File: src/rtl/smd_pkg.sv
package smd_pkg;
    localparam int unsigned SRC_N = 3;
    localparam int unsigned SRC_RATE  = 0;
    localparam int unsigned SRC_VSYNC = 1;
    localparam int unsigned SRC_ODD   = 2;

    typedef enum logic [2:0] {
        A_ENABLE  = 3'd0,
        A_PEND    = 3'd1,
        A_STATUS  = 3'd2,
        A_LINE_LO = 3'd3,
        A_LINE_HI = 3'd4,
        A_VTOT_LO = 3'd5,
        A_VTOT_HI = 3'd6
    } reg_addr_e;
endpackage

File: src/rtl/smd_polarity.sv
module smd_polarity #(
    parameter int unsigned CNT_W = 16
) (
    input  logic clk,
    input  logic rst_n,
    input  logic raw,
    output logic norm_rise,
    output logic active_low
);
    typedef struct packed {
        logic             prev_raw;
        logic             prev_norm;
        logic [CNT_W-1:0] hi_cnt;
        logic [CNT_W-1:0] lo_cnt;
        logic             act_low;
    } pol_state_t;

    localparam logic [CNT_W-1:0] SAT = '1;

    pol_state_t st_q, st_d;
    logic norm;

    always_comb begin
        st_d = st_q;
        norm = raw ^ st_q.act_low;
        norm_rise = norm & ~st_q.prev_norm;
        st_d.prev_raw  = raw;
        st_d.prev_norm = norm;
        if (raw && !st_q.prev_raw) begin
            // one full period of the raw signal has passed: decide
            st_d.act_low = (st_q.hi_cnt > st_q.lo_cnt);
            st_d.hi_cnt  = CNT_W'(1);
            st_d.lo_cnt  = '0;
        end else if (raw) begin
            if (st_q.hi_cnt != SAT) st_d.hi_cnt = st_q.hi_cnt + 1'b1;
        end else begin
            if (st_q.lo_cnt != SAT) st_d.lo_cnt = st_q.lo_cnt + 1'b1;
        end
    end

    always_ff @(posedge clk or negedge rst_n) begin
        if (!rst_n) st_q <= '0;
        else        st_q <= st_d;
    end

    assign active_low = st_q.act_low;
endmodule

File: src/rtl/smd_line_meter.sv
module smd_line_meter #(
    parameter int unsigned CNT_W = 16,
    parameter int unsigned TOL   = 2
) (
    input  logic             clk,
    input  logic             rst_n,
    input  logic             line_edge,
    output logic [CNT_W-1:0] phase,
    output logic [CNT_W-1:0] period,
    output logic             rate_change
);
    typedef struct packed {
        logic [CNT_W-1:0] cnt;
        logic             seen;
        logic [CNT_W-1:0] period;
        logic [CNT_W-1:0] ref_per;
        logic             miss;
    } meter_state_t;

    localparam logic [CNT_W-1:0] SAT = '1;

    meter_state_t st_q, st_d;
    logic [CNT_W-1:0] meas, diff;

    always_comb begin
        st_d = st_q;
        rate_change = 1'b0;
        meas = (st_q.cnt == SAT) ? SAT : st_q.cnt + 1'b1;
        diff = (meas > st_q.ref_per) ? meas - st_q.ref_per : st_q.ref_per - meas;
        if (st_q.cnt != SAT) st_d.cnt = st_q.cnt + 1'b1;
        if (line_edge) begin
            st_d.cnt  = '0;
            st_d.seen = 1'b1;
            if (st_q.seen) begin
                st_d.period = meas;
                if (diff > CNT_W'(TOL)) begin
                    if (st_q.miss) begin
                        rate_change  = 1'b1;
                        st_d.ref_per = meas;
                        st_d.miss    = 1'b0;
                    end else begin
                        st_d.miss = 1'b1;
                    end
                end else begin
                    st_d.miss = 1'b0;
                end
            end
        end
    end

    always_ff @(posedge clk or negedge rst_n) begin
        if (!rst_n) st_q <= '0;
        else        st_q <= st_d;
    end

    assign phase  = st_q.cnt;
    assign period = st_q.period;
endmodule

File: src/rtl/sync_mode_detector.sv
module sync_mode_detector #(
    parameter int unsigned CNT_W   = 16,
    parameter int unsigned VPOL_W  = 24,
    parameter int unsigned TOL     = 2
) (
    input  logic       clk,
    input  logic       rst_n,
    input  logic       hsync_in,
    input  logic       vsync_in,
    input  logic       vid_active_in,
    input  logic [2:0] reg_addr,
    input  logic       reg_we,
    input  logic [7:0] reg_wdata,
    output logic [7:0] reg_rdata,
    output logic       irq
);
    import smd_pkg::*;

    typedef struct packed {
        logic [CNT_W-1:0] lines;
        logic             seen_v;
        logic [CNT_W-1:0] vtot;
        logic             odd;
        logic             active;
        logic [SRC_N-1:0] en;
        logic [SRC_N-1:0] pend;
    } top_state_t;

    top_state_t st_q, st_d;

    logic h_edge, v_edge, h_low, v_low, change;
    logic [CNT_W-1:0] phase, period_w;
    logic [SRC_N-1:0] set_vec, clr_vec;
    logic odd_now;
    logic [15:0] per16, vtot16;

    smd_polarity #(.CNT_W(CNT_W)) u_hpol (
        .clk(clk), .rst_n(rst_n), .raw(hsync_in),
        .norm_rise(h_edge), .active_low(h_low)
    );

    smd_polarity #(.CNT_W(VPOL_W)) u_vpol (
        .clk(clk), .rst_n(rst_n), .raw(vsync_in),
        .norm_rise(v_edge), .active_low(v_low)
    );

    smd_line_meter #(.CNT_W(CNT_W), .TOL(TOL)) u_meter (
        .clk(clk), .rst_n(rst_n), .line_edge(h_edge),
        .phase(phase), .period(period_w), .rate_change(change)
    );

    always_comb begin
        st_d = st_q;
        st_d.active = vid_active_in;
        odd_now = (phase < (period_w >> 1));
        if (h_edge) st_d.lines = st_q.lines + 1'b1;
        if (v_edge) begin
            if (st_q.seen_v) st_d.vtot = st_q.lines + CNT_W'(h_edge);
            st_d.lines  = '0;
            st_d.seen_v = 1'b1;
            st_d.odd    = odd_now;
        end
        set_vec = '0;
        set_vec[SRC_RATE]  = change;
        set_vec[SRC_VSYNC] = v_edge;
        set_vec[SRC_ODD]   = v_edge & odd_now;
        clr_vec = '0;
        if (reg_we && reg_addr == A_PEND) clr_vec = reg_wdata[SRC_N-1:0];
        if (reg_we && reg_addr == A_ENABLE) st_d.en = reg_wdata[SRC_N-1:0];
        // a new event in the same cycle as its clear keeps the bit set
        st_d.pend = (st_q.pend & ~clr_vec) | set_vec;
    end

    always_ff @(posedge clk or negedge rst_n) begin
        if (!rst_n) st_q <= '0;
        else        st_q <= st_d;
    end

    assign per16  = 16'(period_w);
    assign vtot16 = 16'(st_q.vtot);

    always_comb begin
        reg_rdata = '0;
        case (reg_addr)
            A_ENABLE:  reg_rdata = 8'(st_q.en);
            A_PEND:    reg_rdata = 8'(st_q.pend);
            A_STATUS:  reg_rdata = {4'b0, st_q.active, st_q.odd, v_low, h_low};
            A_LINE_LO: reg_rdata = per16[7:0];
            A_LINE_HI: reg_rdata = per16[15:8];
            A_VTOT_LO: reg_rdata = vtot16[7:0];
            A_VTOT_HI: reg_rdata = vtot16[15:8];
            default:   reg_rdata = '0;
        endcase
    end

    assign irq = |(st_q.pend & st_q.en);
endmodule

File: config.mk
export PLATFORM = sky130hd
export DESIGN_NAME = sync_mode_detector
export DESIGN_NICKNAME = d
export VERILOG_FILES = /design/src/rtl/smd_pkg.sv /design/src/rtl/smd_polarity.sv /design/src/rtl/smd_line_meter.sv /design/src/rtl/sync_mode_detector.sv
export SDC_FILE = /design/constraint.sdc
export NUM_CORES = 1
export LEC_CHECK = 0
export BUFFER_PORTS_ARGS = -buffer_cell sky130_fd_sc_hd__buf_4
export CAP_MARGIN = 20
export CELL_PAD_IN_SITES_DETAIL_PLACEMENT = 1
export CELL_PAD_IN_SITES_GLOBAL_PLACEMENT = 2
export CORE_MARGIN = 10
export CORE_UTILIZATION = 40
export CTS_CLUSTER_DIAMETER = 120
export DETAILED_ROUTE_END_ITERATION = 16
export HOLD_SLACK_MARGIN = 0.06
export PLACE_DENSITY_LB_ADDON = 0.25
export SLEW_MARGIN = 25
export SYNTH_ARGS = -nofsm -noshare
export SYNTH_HDL_FRONTEND = slang
export SYNTH_SLANG_ARGS = --single-unit
export TNS_END_PERCENT = 30
File: constraint.sdc
create_clock -name clk -period 5.5 [get_ports clk]
set_clock_uncertainty 0.1 [all_clocks]
set_input_delay 1.1 -clock clk [delete_from_list [all_inputs] [get_ports clk]]
set_output_delay 1.1 -clock clk [all_outputs]
set_load 0.05 [all_outputs]
## After elaboration in Yosys (flattened, before gate mapping)

Index checks and enable logic that the tools add are counted.

| storage, ports and cells | value |
|---|---|
| flip-flop bits (word level) | 177 |
| bits of input ports | 17 |
| word-level logic and storage cells | 112 |

| operators by class | value |
|---|---|
| $add $sub $neg | 9 |
| $lt $le $gt $ge | 5 |
| equality and inequality tests | 14 |
| mux-type cells | 28 |
| bitwise operators | 11 |
| reductions and logical operators | 23 |

Operators by type and width:

| operator | count |
|---|---|
| $mux W16 | 11 |
| $mux W24 | 4 |
| $add A16 B1 Y16 const B | 4 |
| $pmux W8 S7 | 1 |
| $mux W50 | 1 |
| $add A24 B1 Y24 const B | 2 |
| $mux W48 | 1 |
| $ne A16 B16 Y1 const B | 3 |
| $ne A24 B24 Y1 const B | 2 |
| $mux W34 | 1 |
| $mux W33 | 1 |
| $gt A16 B16 Y1 | 2 |
| $mux W32 | 1 |
| $sub A16 B16 Y16 | 2 |
| $gt A24 B24 Y1 | 1 |
| $add A16 B1 Y16 | 1 |
| $eq A16 B16 Y1 const B | 1 |
| $gt A16 B2 Y1 const B | 1 |
| $lt A16 B15 Y1 | 1 |
| $reduce_bool A2 Y1 | 8 |
| $reduce_and A2 Y1 | 6 |
| $eq A3 B3 Y1 const B | 3 |
| $and A3 B3 Y3 | 2 |
| $eq A3 B2 Y1 const B | 2 |
| other kinds (14) | 28 |

## Depth between registers and ports, before layout

| logic depth | value |
|---|---|
| depth in word-level cells | 9 |
| gate-level depth with buffers | 21 |

## By module

From an unflattened synthesis, not the netlist that was laid out.

| second synthesis, totals | value |
|---|---|
| cell total of the unflattened synthesis | 1419 |
| area total of the unflattened synthesis | 12560.8 um^2 |

Modules (own cells, without submodules):

| module | instances | cells an instance | area each (um^2) |
|---|---|---|---|
| smd_line_meter | 1 | 480 | 4117.7 |
| smd_polarity (u_vpol) | 1 | 378 | 3402.0 |
| sync_mode_detector | 1 | 303 | 2740.1 |
| smd_polarity (u_hpol) | 1 | 258 | 2301.0 |

## Worst setup path before layout

Ideal clock, no wire load.

| timing | value |
|---|---|
| path kind | register -> register |
| start | register u_meter.st_q (netlist bit u_meter.phase[0]) |
| end | register st_q[0] in the netlist's numbering |
| setup time | 118 ps |
| data arrival time | 4264 ps |
| data required time | 5282 ps |
| setup slack | 1018 ps |
| cell stages (with the launch flop) | 22 |
| clock period less this slack | 4482 ps |
| path through | dfrtp_1 ha_1 nand3_1 nor2_1 nand2_1 or3_1 clkbuf_1 nand2_1 inv_1 ha_1 fa_1 nand2b_1 a2111oi_0 nor4b_2 xnor2_1 a2111oi_1 a22oi_1 a31oi_2 a211oi_2 buf_6 buf_8 a21o_1 |

RTL lines:

| what | line | text |
|---|---|---|
| start, declared | smd_line_meter.sv:22 | `meter_state_t st_q, st_d;` |
| start signal, assigned | smd_line_meter.sv:53 | `else st_q <= st_d;` |
| end signal, assigned | sync_mode_detector.sv:76 | `else st_q <= st_d;` |
| end, declared | sync_mode_detector.sv:29 | `top_state_t st_q, st_d;` |

## Worst setup path after layout

| timing | value |
|---|---|
| start | register u_meter.st_q (netlist bit u_meter.phase[2]) |
| end | register u_meter.st_q[5] in the netlist's numbering |

| between the ends | value |
|---|---|
| word-level cells in the longest chain between the ends | 6 |
| elaborated cells on any way between the ends | 9 |
| classes of those cells | 3 x add/sub; 2 x order compare; 1 x eq/ne; 2 x mux; 1 x reduce/logical |

Ends and longest elaborated chain:

| what | line | text |
|---|---|---|
| $add A16 B1 Y16 or $eq A16 B16 Y1 (tied branches) | smd_line_meter.sv:28 | `meas = (st_q.cnt == SAT) ? SAT : st_q.cnt + 1'b1;` |
| $mux W16 * | smd_line_meter.sv:28 |  |
| named net u_meter.meas[15] | smd_line_meter.sv:23 | `logic [CNT_W-1:0] meas, diff;` |
| $sub A16 B16 Y16 or $gt A16 B16 Y1 (tied branches) | smd_line_meter.sv:29 | `diff = (meas > st_q.ref_per) ? meas - st_q.ref_per : st_q.ref_per - meas;` |
| $mux W16 * | smd_line_meter.sv:29 |  |
| $gt A16 B2 Y1 * | smd_line_meter.sv:36 | `if (diff > CNT_W'(TOL)) begin` |
| $reduce_and A4 Y1 (no source line) * | -- |  |

Mark *: on every way through the listed nets, which the timed path passes. The rest lies on a longest branch.
A chain may end at the register's enable or synchronous reset.

==> run metrics <==
startpoint types flop; Mapped Area 0.0116 mm^2; share of the synthesized area in the top cell type 0.381; GPL Wtd Cong 0.828; Max Used Layer met4; DR DRC count 0; Clock Sinks 177; final wirelength 30200 um; GRT Util Overall 0.170; final design utilization 0.445; Final ANT Viol Nets 0; clk slew on worst S/H paths 0.07 ns; non-filler cells, final 1717; ranking of synthesized cells by area dfrtp_1 38%, ha_1 10%, nor2_1 4.6%, o21ai_0 4.3%, nand2_1 4.2%; # rows 62; WP data required 5.76 ns; P&R area growth vs syn 9.80%; Skew-Pair Late Insertion Delay 0.44 ns; Static Leak 5.77 nW; Post-Synthesis Cells 1316; Setup Total Neg Slack 0 ns; # IOs 26; Inst Count DP 1684; largest net degree at the start of global routing 111; Pre-Repair DR Iteration Count 4; nature of the critical path endpoint flop; initial antenna violation count 0; RSZ-0062 raised after global routing no; Die ar. 0.0363 mm^2; status complete, no violations; routed len/inst 17.6 um; critical path arrival 5.29 ns; most instantiated library cell after synthesis dfrtp_1; Period minus WS final 5.02 ns; first-pass GRT wire length 50500 um; syn avg cell area 8.83 um^2; CTS H-Tree Depth 4; Post-CTS Setup Bufs 0; routed vias/inst 5.37; routed vias 9212; Max rail drop VDD 0.000349 V; asr flop ratio synth 1.00; count of cell types in the netlist 74; worst-path maximum fanout 17; pwr dens 419 mW/mm^2; Post-synth EDFFs 0; Num CTS Buffers 17; hold buffers post-CTS 0; share of cells above drive strength 1 0.0825; kind of critical path reg -> reg; # port buffers 20; Die Span Y 190 um; maximum buffer depth of the clock tree 2; met3 WL 517 um; metal2 WL 13800 um; number of antenna cells inserted 0; Worst-Margin Slew 0.825 ns; gr ovfl total 0; HPWL Detailed 22600 um; fin nets 1432; Synth warnings 0; met1 WL 15600 um; Starting Density 0.405; Max Freq 199 MHz; Fillers 3410; vias in the first global route 9627; Slew HR 0.449; Hold Vio Cnt, Final 0; HP Class reg -> reg; sequential area share after synthesis 0.381; Max Slew Vio Count 0; Post-synth top cells 177 x dfrtp_1, 141 x nor2_1, 130 x nand2_1, 102 x inv_1, 101 x o21ai_0; most used flip-flop cell after synthesis dfrtp_1; setup violators final 0; clock root buffer clkbuf_16; Die X 190 um; core area 0.0287 mm^2; dominant cell type by area after synthesis dfrtp_1; Seq cells post-synth 177; Post-Syn Nets 1428; Max-Cap Viols 0; CTS tree built; DR iter-0 viols 536; period utilization 0.914
cell type report:
class                   instances  area, um^2  area share
clock buffers                  21         460      0.0361
clock inverters                11         129      0.0101
inverters                     102         383      0.0300
multi-input cells             988        6580       0.516
flip-flops and latches        177        4430       0.347
well taps                     384         480      0.0377
repair buffers                 34         294      0.0230
final timing paths:
check / slack [ns] / cells after the start / startpoint / endpoint
setup reg to reg: 0.48 / 20 / u_meter.phase[2] / u_meter.st_q[5]
max in group asynchronous: 3.62 / 3 / rst_n / u_meter.st_q[2]
hold reg to reg: 0.37 / 1 / st_q[24] / st_q[24]
hold / removal: 0.37 / 1 / st_q[24] / st_q[24]
setup / recovery: 0.48 / 20 / u_meter.phase[2] / u_meter.st_q[5]
min in group asynchronous: 0.49 / 1 / rst_n / u_hpol.st_q[4]
worst max-delay path: stages, from the launching register on:
cell and delay (ns):
dfrtp_1 0.44, nand3_1 0.15, nor2_1 0.18, and2_1 0.19, nand4_1 0.19, nor2_1 0.20, and3_1 0.20, nand3_1 0.08
o21ai_0 0.20, inv_1 0.10, ha_1 0.38, nand4_1 0.31, nor4_4 0.48, nor2_2 0.09, a2bb2oi_2 0.32, mux2i_1 0.28
xor2_1 0.25, a211oi_2 0.09, a211oi_4 0.28, buf_12 0.22, mux2i_1 0.21
registers in the layout (all words and copies together) (netlist names):
signal,cells
u_meter.st_q,18
u_hpol.active_low,1
st_q,25
u_hpol.st_q,34
u_vpol.active_low,1
vtot16,16
u_vpol.st_q,50
u_meter.phase,16
u_meter.period,16
logic make-up (layout without fill, tap and decap cells):
logic type      count (synthesis)  after routing  synth area share
xor+xnor                       98             98            0.0739
compound gates                268            268             0.149
buf+inv                       151            168            0.0539
simple gates                  487            487             0.202
flops                         177            177             0.381
fa+ha+maj                      95             95             0.104
mux                            40             40            0.0366
what timing repair did:
| action | CTS | global route |
|---|---|---|
| resized for setup | 0 | 2 |
| endpoints found under the setup margin | 0 | 18 |
| hold endpoints to repair | 0 | 0 |
where the power goes:
part | switching (mW) | internal (mW)
Combinational | 1.51 | 1.02
Sequential | 0.131 | 1.43
Clock | 0.556 | 0.698
Total | 2.20 | 3.15
layer usage:
metal	global-route usage	vias up
met1	0.238	4584
met3	0.0247	15
met4	0.0354	0
met2	0.272	54
li1	-	4559
met5	0	-
through the flow:
| step | area, um^2 | setup slack, ns | power [mW] | hold WS, ns |
|---|---|---|---|---|
| 5_1_grt | 12800 | 0.100 | 5.73 | 0.407 |
| 3_5_place_dp | 12100 | 0.361 | 4.11 | 0.360 |
| 2_1_floorplan | 11600 | 1.02 | 3.48 | 0.339 |
| 3_3_place_gp | 12100 | 0.384 | 4.05 | 0.351 |
| 4_1_cts | 12700 | 0.336 | 5.40 | 0.374 |
| 6_report | 12800 | 0.476 | 5.34 | 0.373 |
cells in the final DEF, fill, tap and decap left out, drive strengths merged, types with 5 or more instances in the layout:
cell type / Yosys / final
a211o: 5 / 5
a211oi: 11 / 11
a21o: 22 / 22
a21oi: 56 / 56
a31oi: 9 / 9
and3: 25 / 25
and4: 5 / 5
buf: 14 / 33
clkbuf: 35 / 22
dfrtp: 177 / 177
ha: 93 / 93
inv: 102 / 104
mux2: 10 / 10
mux2i: 29 / 29
nand2: 131 / 131
nand2b: 16 / 16
nand3: 56 / 56
nand4: 37 / 37
nor2: 146 / 146
nor2b: 14 / 14
nor3: 21 / 21
o211ai: 6 / 6
o21a: 9 / 9
o21ai: 103 / 103
o31ai: 8 / 8
or2: 8 / 8
or3: 17 / 17
xnor2: 45 / 45
xor2: 53 / 53
Power figures use the tool's default switching activity.
